--- src/rtl/flash_bus_pkg.sv ---
package flash_bus_pkg;

    typedef enum logic [1:0] {
        UL_IDLE = 2'd0,
        UL_ONE  = 2'd1,
        UL_TWO  = 2'd2
    } unlock_e;

    localparam int unsigned CMD_W       = 8;
    localparam int unsigned MATCH_W     = 11;
    localparam logic [7:0]  CMD_KEY_A   = 8'hAA;
    localparam logic [7:0]  CMD_KEY_B   = 8'h55;
    localparam logic [7:0]  CMD_IDENT   = 8'h90;
    localparam logic [7:0]  CMD_EXIT    = 8'hF0;
    localparam logic [10:0] KEY_ADDR_A  = 11'h555;
    localparam logic [10:0] KEY_ADDR_B  = 11'h2AA;

    function automatic logic [15:0] array_word(int unsigned idx);
        return 16'hA500 + 16'(idx);
    endfunction

endpackage

--- src/rtl/fb_strobe.sv ---
module fb_strobe #(
    parameter int unsigned AW = 12,
    parameter int unsigned DW = 16
) (
    input  logic          clk,
    input  logic          rst_n,
    input  logic          ce_n,
    input  logic          oe_n,
    input  logic          we_n,
    input  logic [AW-1:0] addr,
    input  logic [DW-1:0] dq_in,
    output logic          cmd_vld,
    output logic [AW-1:0] cmd_addr,
    output logic [DW-1:0] cmd_data
);

    typedef struct packed {
        logic          act;
        logic          vld;
        logic [AW-1:0] addr;
        logic [DW-1:0] data;
    } strobe_t;

    strobe_t st_d, st_q;
    logic    wr_act;

    // combined strobe: active only while both enables are low and the gate is high
    assign wr_act = ~ce_n & ~we_n & oe_n;

    always_comb begin
        st_d     = st_q;
        st_d.act = wr_act;
        st_d.vld = 1'b0;
        if (wr_act && !st_q.act) begin
            st_d.addr = addr;
        end
        if (!wr_act && st_q.act) begin
            st_d.vld  = 1'b1;
            st_d.data = dq_in;
        end
    end

    always_ff @(posedge clk or negedge rst_n) begin
        if (!rst_n) begin
            st_q <= '0;
        end else begin
            st_q <= st_d;
        end
    end

    assign cmd_vld  = st_q.vld;
    assign cmd_addr = st_q.addr;
    assign cmd_data = st_q.data;

endmodule

--- src/rtl/fb_cmd_fsm.sv ---
module fb_cmd_fsm
    import flash_bus_pkg::*;
#(
    parameter int unsigned AW = 12,
    parameter int unsigned DW = 16
) (
    input  logic          clk,
    input  logic          rst_n,
    input  logic          cmd_vld,
    input  logic [AW-1:0] cmd_addr,
    input  logic [DW-1:0] cmd_data,
    output logic          auto_mode
);

    typedef struct packed {
        unlock_e ul;
        logic    auto_on;
    } fsm_t;

    fsm_t st_d, st_q;

    logic [CMD_W-1:0]   op;
    logic [MATCH_W-1:0] key_addr;
    logic               unused_hi;

    assign op        = cmd_data[CMD_W-1:0];
    assign key_addr  = cmd_addr[MATCH_W-1:0];
    assign unused_hi = ^{cmd_data[DW-1:CMD_W], cmd_addr[AW-1:MATCH_W]};

    always_comb begin
        st_d = st_q;
        if (cmd_vld) begin
            if (op == CMD_EXIT) begin
                st_d.ul      = UL_IDLE;
                st_d.auto_on = 1'b0;
            end else begin
                unique case (st_q.ul)
                    UL_IDLE: st_d.ul = (op == CMD_KEY_A && key_addr == KEY_ADDR_A) ? UL_ONE : UL_IDLE;
                    UL_ONE:  st_d.ul = (op == CMD_KEY_B && key_addr == KEY_ADDR_B) ? UL_TWO : UL_IDLE;
                    UL_TWO: begin
                        st_d.ul = UL_IDLE;
                        if (op == CMD_IDENT && key_addr == KEY_ADDR_A) begin
                            st_d.auto_on = 1'b1;
                        end
                    end
                    default: st_d.ul = UL_IDLE;
                endcase
            end
        end
    end

    always_ff @(posedge clk or negedge rst_n) begin
        if (!rst_n) begin
            st_q <= '{ul: UL_IDLE, auto_on: 1'b0};
        end else begin
            st_q <= st_d;
        end
    end

    assign auto_mode = st_q.auto_on;

endmodule

--- src/rtl/fb_read_port.sv ---
module fb_read_port
    import flash_bus_pkg::*;
#(
    parameter int unsigned AW       = 12,
    parameter int unsigned DW       = 16,
    parameter int unsigned DEPTH    = 16,
    parameter logic [15:0] MFR_CODE = 16'h0004,
    parameter logic [15:0] DEV_CODE = 16'h227E,
    parameter logic [15:0] EXT_ONE  = 16'h2210,
    parameter logic [15:0] EXT_TWO  = 16'h2200
) (
    input  logic          clk,
    input  logic          rst_n,
    input  logic          ce_n,
    input  logic          oe_n,
    input  logic          we_n,
    input  logic [AW-1:0] addr,
    input  logic          auto_mode,
    output logic [DW-1:0] dq_out,
    output logic          dq_oe
);

    localparam int unsigned IW = $clog2(DEPTH);

    typedef struct packed {
        logic          oe;
        logic [DW-1:0] data;
    } rd_t;

    rd_t           st_d, st_q;
    logic [DW-1:0] words [DEPTH];
    logic [DW-1:0] id_word;
    logic          rd_sel;

    for (genvar g = 0; g < DEPTH; g++) begin : g_words
        assign words[g] = DW'(array_word(g));
    end

    always_comb begin
        if (addr == AW'(0)) begin
            id_word = DW'(MFR_CODE);
        end else if (addr == AW'(1)) begin
            id_word = DW'(DEV_CODE);
        end else if (addr == AW'(14)) begin
            id_word = DW'(EXT_ONE);
        end else if (addr == AW'(15)) begin
            id_word = DW'(EXT_TWO);
        end else begin
            id_word = '0;
        end
    end

    assign rd_sel = ~ce_n & ~oe_n & we_n;

    always_comb begin
        st_d.oe   = rd_sel;
        st_d.data = '0;
        if (rd_sel) begin
            st_d.data = auto_mode ? id_word : words[addr[IW-1:0]];
        end
    end

    always_ff @(posedge clk or negedge rst_n) begin
        if (!rst_n) begin
            st_q <= '0;
        end else begin
            st_q <= st_d;
        end
    end

    assign dq_out = st_q.data;
    assign dq_oe  = st_q.oe;

endmodule

--- src/rtl/flash_cmd_latch.sv ---
module flash_cmd_latch #(
    parameter int unsigned AW       = 12,
    parameter int unsigned DW       = 16,
    parameter int unsigned DEPTH    = 16,
    parameter logic [15:0] MFR_CODE = 16'h0004,
    parameter logic [15:0] DEV_CODE = 16'h227E,
    parameter logic [15:0] EXT_ONE  = 16'h2210,
    parameter logic [15:0] EXT_TWO  = 16'h2200
) (
    input  logic          clk,
    input  logic          rst_n,
    input  logic          ce_n,
    input  logic          oe_n,
    input  logic          we_n,
    input  logic [AW-1:0] addr,
    input  logic [DW-1:0] dq_in,
    output logic [DW-1:0] dq_out,
    output logic          dq_oe
);

    logic          cmd_vld;
    logic [AW-1:0] cmd_addr;
    logic [DW-1:0] cmd_data;
    logic          auto_mode;

    fb_strobe #(.AW(AW), .DW(DW)) u_strobe (
        .clk      (clk),
        .rst_n    (rst_n),
        .ce_n     (ce_n),
        .oe_n     (oe_n),
        .we_n     (we_n),
        .addr     (addr),
        .dq_in    (dq_in),
        .cmd_vld  (cmd_vld),
        .cmd_addr (cmd_addr),
        .cmd_data (cmd_data)
    );

    fb_cmd_fsm #(.AW(AW), .DW(DW)) u_fsm (
        .clk       (clk),
        .rst_n     (rst_n),
        .cmd_vld   (cmd_vld),
        .cmd_addr  (cmd_addr),
        .cmd_data  (cmd_data),
        .auto_mode (auto_mode)
    );

    fb_read_port #(
        .AW(AW), .DW(DW), .DEPTH(DEPTH),
        .MFR_CODE(MFR_CODE), .DEV_CODE(DEV_CODE),
        .EXT_ONE(EXT_ONE), .EXT_TWO(EXT_TWO)
    ) u_read (
        .clk       (clk),
        .rst_n     (rst_n),
        .ce_n      (ce_n),
        .oe_n      (oe_n),
        .we_n      (we_n),
        .addr      (addr),
        .auto_mode (auto_mode),
        .dq_out    (dq_out),
        .dq_oe     (dq_oe)
    );

endmodule

--- config.mk ---
export PLATFORM = sky130hd
export DESIGN_NAME = flash_cmd_latch
export DESIGN_NICKNAME = d
export VERILOG_FILES = /design/src/rtl/flash_bus_pkg.sv /design/src/rtl/fb_strobe.sv /design/src/rtl/fb_cmd_fsm.sv /design/src/rtl/fb_read_port.sv /design/src/rtl/flash_cmd_latch.sv
export SDC_FILE = /design/constraint.sdc
export NUM_CORES = 1
export LEC_CHECK = 0
export ABC_AREA = 1
export BUFFER_PORTS_ARGS = -buffer_cell sky130_fd_sc_hd__buf_2
export CAP_MARGIN = 20
export CELL_PAD_IN_SITES_DETAIL_PLACEMENT = 0
export CELL_PAD_IN_SITES_GLOBAL_PLACEMENT = 1
export CORE_MARGIN = 4
export CORE_UTILIZATION = 30
export CTS_CLUSTER_SIZE = 25
export DETAILED_ROUTE_END_ITERATION = 10
export GPL_TIMING_DRIVEN = 0
export PLACE_DENSITY_LB_ADDON = 0.1
export SYNTH_ARGS = -nofsm -noshare
export SYNTH_HDL_FRONTEND = slang
export SYNTH_HIERARCHICAL = 1
export SYNTH_SLANG_ARGS = --single-unit
--- constraint.sdc ---
create_clock -name clk -period 1.3 [get_ports clk]
set_clock_uncertainty 0.05 [all_clocks]
set_input_delay 0.13 -clock clk [delete_from_list [all_inputs] [get_ports clk]]
set_output_delay 0.13 -clock clk [all_outputs]
set_load 0.01 [all_outputs]
==> results.cfg, run 1 <==
[routing]
vias = 1486
first_pass_iters = 4
routedWlPerCell_um = 11.2
ant_nets = 0
vias_per_cell = 4.25
route.detailed.drc = 0
first_iter_violations = 25
wl_mm = 3.94

[floorplanning]
die-width_um = 86.7
dieArea_mm2 = 0.00752
fp.dieH_um = 86.7
core_area_mm2 = 0.00596
ios = 50
num_rows = 28
initial_core_util_pct = 31.2

[sta]
slew_headroom_pct = 49.2
setup_viol = 0
fin_ws_ps = 121
fmax_mhz = 848
layout_min_cycle_time_ps = 1180
slew_violations = 0
min_period_over_period_pct = 90.7
hold_viol = 0
worstMarginPinSlew_ps = 762

[clock_network]
cts_tree = built
root_buffer = clkbuf_8
cts.htree.levels = 2
clkTransAtPathRegs_ps = 70
cts_inserted_buffers = 5
clock-sinks = 34
clock_latency_ps = 280
cts.path.max_buffers = 2

[cells_and_area]
diodes = 0
finish.instance_area_mm2 = 0.00227
fillers = 652
drive_above_1_share_pct = 37.8
nets = 307
area_delta_synth_final_pct = 22.0

[placed_design]
placed_cell_area_mm2 = 0.00215
portBuffers = 37
place_congestion = 0.757
hpwl_mm = 3.16
dp_slack_ps = 148

[worst_setup_path]
crit_chain = buf_4, inv_1, nand2_1, nor2_1, nand2_1, nor2_2, nand2_1, a21oi_2
cp_common_cell = nand2_1
critPathLaunchType = register
crit_slowest_cell = dfrtp_1
worst_setup_path_end_kind = register
arrival_ps = 1350
path_class = register to register
worstPathMaxFanout = 2
max_stage_delay_ps = 390
path_delay_family = flip-flops
crit_required_ps = 1470
crit_buf_inv = 2

[logic_synthesis]
syn_area_mm2 = 0.00186
synth_cells = 225
syn_avg_cell_area_um2 = 8.26
ys_warn_count = 6

[pwr]
p_switching_uw = 732
p_per_area_mw_per_mm2 = 1150
finalPower_mw = 2.60
intPower_mw = 1.87
power_frac_clock_pct = 31.4
p_comb_share_pct = 21.4
p_leak_nw = 1.26
ir_drop_uv = 509
pwr-share-seq_pct = 47.2
power.share.switching_pct = 28.1

[global_routing]
grtUsageTotal_pct = 11.6
overflow = 0
antenna_found_initial = 0
grt_pass1_wl_mm = 6.73
grt_pass1_vias = 1498
grt_max_degree = 35

[status]
outcome = complete, no violations

[flow_run]
maxCapViolCount = 0

[min_path]
hold_path_class = input port to register
-- what timing repair did --
item,CTS,global route
hold buffers,1,0
endpoints found under the setup margin,0,1
resized for setup,0,2
setup buffers,0,1
hold endpoints to repair,34,0
-- routing by layer --
metal,global-route usage [%],part of all wire [%],wire (um)
met5,0,0,0
met3,3.61,6.1,239
met2,18.4,48,1880
met1,14.8,45,1790
met4,4.25,0.74,29
-- worst min-delay path: cells and delay by family --
kind	cells	cell delay [ps]
simple gates	2	120
buf+inv	1	80
-- final timing paths --
kind	depth (start not counted)	startpoint	slack [ps]	end
worst max-delay path	8	u_strobe/cmd_data[5]$_DFFE_PN0P_	120	u_fsm/auto_mode$_DFFE_PN0P_
worst min-delay path	3	dq_in[4]	20	u_strobe/cmd_data[4]$_DFFE_PN0P_
worst max register to register	8	u_strobe/cmd_data[5]$_DFFE_PN0P_	120	u_fsm/auto_mode$_DFFE_PN0P_
worst min register to register	2	u_strobe/cmd_data[3]$_DFFE_PN0P_	420	u_strobe/cmd_data[3]$_DFFE_PN0P_
max in group asynchronous	2	rst_n	300	u_strobe/cmd_addr[4]$_DFFE_PN0P_
min in group asynchronous	2	rst_n	400	u_strobe/cmd_vld$_DFF_PN0_
-- cell type report --
cell class	instances	area [um2]	share of cell area, %
repair buffers	39	203	8.94
flip-flops and latches	34	851	37.5
inverters	22	83.8	3.70
plain buffers	34	246	10.9
multi-input cells	138	696	30.7
clock buffers	6	82.6	3.64
well taps	75	93.8	4.14
clock inverters	2	12.5	0.552
-- flip-flops by register name (all words and copies together) (netlist names) --
name,count
u_strobe/cmd_data,8
u_strobe/cmd_vld,1
u_strobe/st_q,1
u_read/dq_out,9
u_fsm/st_q,2
u_read/dq_oe,1
u_strobe/cmd_addr,11
u_fsm/auto_mode,1
-- per-stage QoR --
step | setup TNS, ps | cells | hold WS [ps] | util, %
2_1_floorplan | 0 | 228 | -216 | -
3_3_place_gp | 0 | 340 | 214 | 36.1
3_5_place_dp | 0 | 340 | 212 | 36.1
4_1_cts | 0 | 349 | 15.0 | 37.9
5_1_grt | -18.4 | 350 | 40.8 | 38.1
6_report | 0 | 350 | 24.2 | 38.1
-- cell usage in the layout, fill, tap and decap left out, drive strengths merged --
| cell | instances |
|---|---|
| nand4 | 17 |
| clkinvlp | 1 |
| nand2 | 63 |
| buf | 72 |
| nor3 | 5 |
| clkinv | 2 |
| inv | 21 |
| dfrtp | 34 |
| clkbuf | 6 |
| a21oi | 1 |
| o21ai | 1 |
| dlygate4sd3 | 1 |
| nor2 | 27 |
| nand3 | 20 |
| conb | 4 |
-- power groups by stage --
stage,Combinational [mW],Clock [mW],Sequential (mW)
final,0.558,0.819,1.23
after global routing,0.642,0.896,1.25
after global placement,0.557,0,1.25
after CTS,0.561,0.857,1.23
after detailed placement,0.558,0,1.25
after floorplan,0.409,0,1.24
Note: power is estimated with default switching activity, not from simulation.
==> inputs of run 2 (changes only) <==
Settings changed: RECOVER_POWER set to 100.
==> run 2 against run 1 <==
Effect of this change: worst hold slack about the same; power is 0.74% lower; clock power hardly changed; final area is 2.9% lower; critical path depth is 3 lower; non-clock buffer count unchanged.
==> results.cfg, run 2 (synthesis results as in run 1) <==
[sta]
slew_violations = 0
layout_min_cycle_time_ps = 1210
hold_viol = 0
fmax_mhz = 829
worstMarginPinSlew_ps = 763
slew_headroom_pct = 49.2
setup_viol = 0
fin_ws_ps = 93.3
min_period_over_period_pct = 92.8

[clock_network]
cts_tree = built
cts_inserted_buffers = 5
cts.htree.levels = 2
clock_latency_ps = 280
cts.path.max_buffers = 2
clkTransAtPathRegs_ps = 70
clock-sinks = 34
root_buffer = clkbuf_8

[placed_design]
portBuffers = 37
hpwl_mm = 3.16
placed_cell_area_mm2 = 0.00215
place_congestion = 0.757
dp_slack_ps = 148

[pwr]
pwr-share-seq_pct = 47.5
intPower_mw = 1.86
power_frac_clock_pct = 31.6
ir_drop_uv = 504
p_leak_nw = 1.19
p_comb_share_pct = 20.9
p_per_area_mw_per_mm2 = 1170
p_switching_uw = 725
power.share.switching_pct = 28.0

[routing]
first_pass_iters = 4
wl_mm = 3.94
route.detailed.drc = 0
vias = 1482
routedWlPerCell_um = 11.3
first_iter_violations = 20
ant_nets = 0
vias_per_cell = 4.23

[worst_setup_path]
max_stage_delay_ps = 370
arrival_ps = 1380
critPathLaunchType = register
crit_chain = buf_4, inv_1, buf_2, nand4_1, nand2_1
crit_slowest_cell = dfrtp_1
worst_setup_path_end_kind = register
worstPathMaxFanout = 10
reg2regPathDepth = 5
path_class = register to register
crit_required_ps = 1470

[floorplanning]
dieArea_mm2 = 0.00752
ios = 50
num_rows = 28
core_area_mm2 = 0.00596
fp.dieH_um = 86.7
initial_core_util_pct = 31.2
die-width_um = 86.7

[global_routing]
grt_pass1_wl_mm = 6.73
overflow = 0
met2_usage_pct = 18.4
grt_max_degree = 35
grt.met3_usage_pct = 3.61
grt_busiest_layer = met2
antenna_found_initial = 0
grtUsageTotal_pct = 11.6
use_met1_pct = 14.8
grt_pass1_vias = 1498

[cells_and_area]
layout_common_cells = nand2_1, dfrtp_1, buf_2, buf_4, inv_1
nets = 307
largest_register_ffs = 11
diodes = 0
finish.instance_area_mm2 = 0.00220
drive_above_1_share_pct = 29.8
area_delta_synth_final_pct = 18.5
final_common_cell = nand2_1

[flow_run]
maxCapViolCount = 0

[status]
outcome = complete, no violations

[min_path]
whs_path_depth = 3
hold_path_class = input port to register
## run 2: power groups by stage
stage	Combinational, mW	Sequential, mW	Clock [mW]
4_1_cts	0.561	1.23	0.857
2_1_floorplan	0.409	1.24	0
5_1_grt	0.624	1.24	0.896
3_5_place_dp	0.558	1.25	0
6_report	0.540	1.23	0.817
3_3_place_gp	0.557	1.25	0
## run 2: critical path, delay by kind of cell (launching register included)
kind / cells / cell delay (ps)
buf+inv: 3 / 460
flops: 1 / 370
simple gates: 2 / 270
## run 2: layout make-up
type / count / area (um2)
buffer: 34 / 235
clock buffer: 6 / 82.6
clock inverter: 2 / 12.5
fill: 665 / 3750
inverter: 22 / 83.8
multi-input combinational: 138 / 657
sequential: 34 / 851
tap: 75 / 93.8
timing repair buffer: 39 / 188
## run 2: final timing paths
| kind | startpoint | end | slack (ps) |
|---|---|---|---|
| hold / removal | dq_in[4] | u_strobe/cmd_data[4]$_DFFE_PN0P_ | 20 |
| min in group asynchronous | rst_n | u_strobe/cmd_vld$_DFF_PN0_ | 400 |
| setup / recovery | u_strobe/st_q[29]$_DFF_PN0_ | u_strobe/cmd_addr[8]$_DFFE_PN0P_ | 90 |
| hold reg to reg | u_strobe/cmd_addr[5]$_DFFE_PN0P_ | u_strobe/cmd_addr[5]$_DFFE_PN0P_ | 420 |
| max in group asynchronous | rst_n | u_strobe/cmd_addr[4]$_DFFE_PN0P_ | 300 |
| setup reg to reg | u_strobe/st_q[29]$_DFF_PN0_ | u_strobe/cmd_addr[8]$_DFFE_PN0P_ | 90 |
## run 2: stage by stage
| step | power (mW) | TNS [ps] | utilization, % | cells | hold slack [ps] |
|---|---|---|---|---|---|
| final | 2.59 | 0 | 37.0 | 350 | 23.8 |
| after global routing | 2.76 | -20.2 | 37.0 | 350 | 40.8 |
| after CTS | 2.65 | 0 | 37.9 | 349 | 15.0 |
| after detailed placement | 1.81 | 0 | 36.1 | 340 | 212 |
| after global placement | 1.80 | 0 | 36.1 | 340 | 214 |
| after floorplan | 1.65 | 0 | - | 228 | -216 |
## run 2: repair_timing
| action | in CTS | in global routing |
|---|---|---|
| hold buffers | 1 | 0 |
| setup buffers | 0 | 1 |
| endpoints found under the hold margin | 34 | 0 |
| endpoints found under the setup margin | 0 | 1 |
| resized for setup | 0 | 2 |
## run 2: routing by layer
metal | up-vias | share of wire, %
met5 | - | 0
met4 | 0 | 0.74
met3 | 2 | 6.0
met2 | 32 | 48
met1 | 671 | 46
li1 | 777 | -
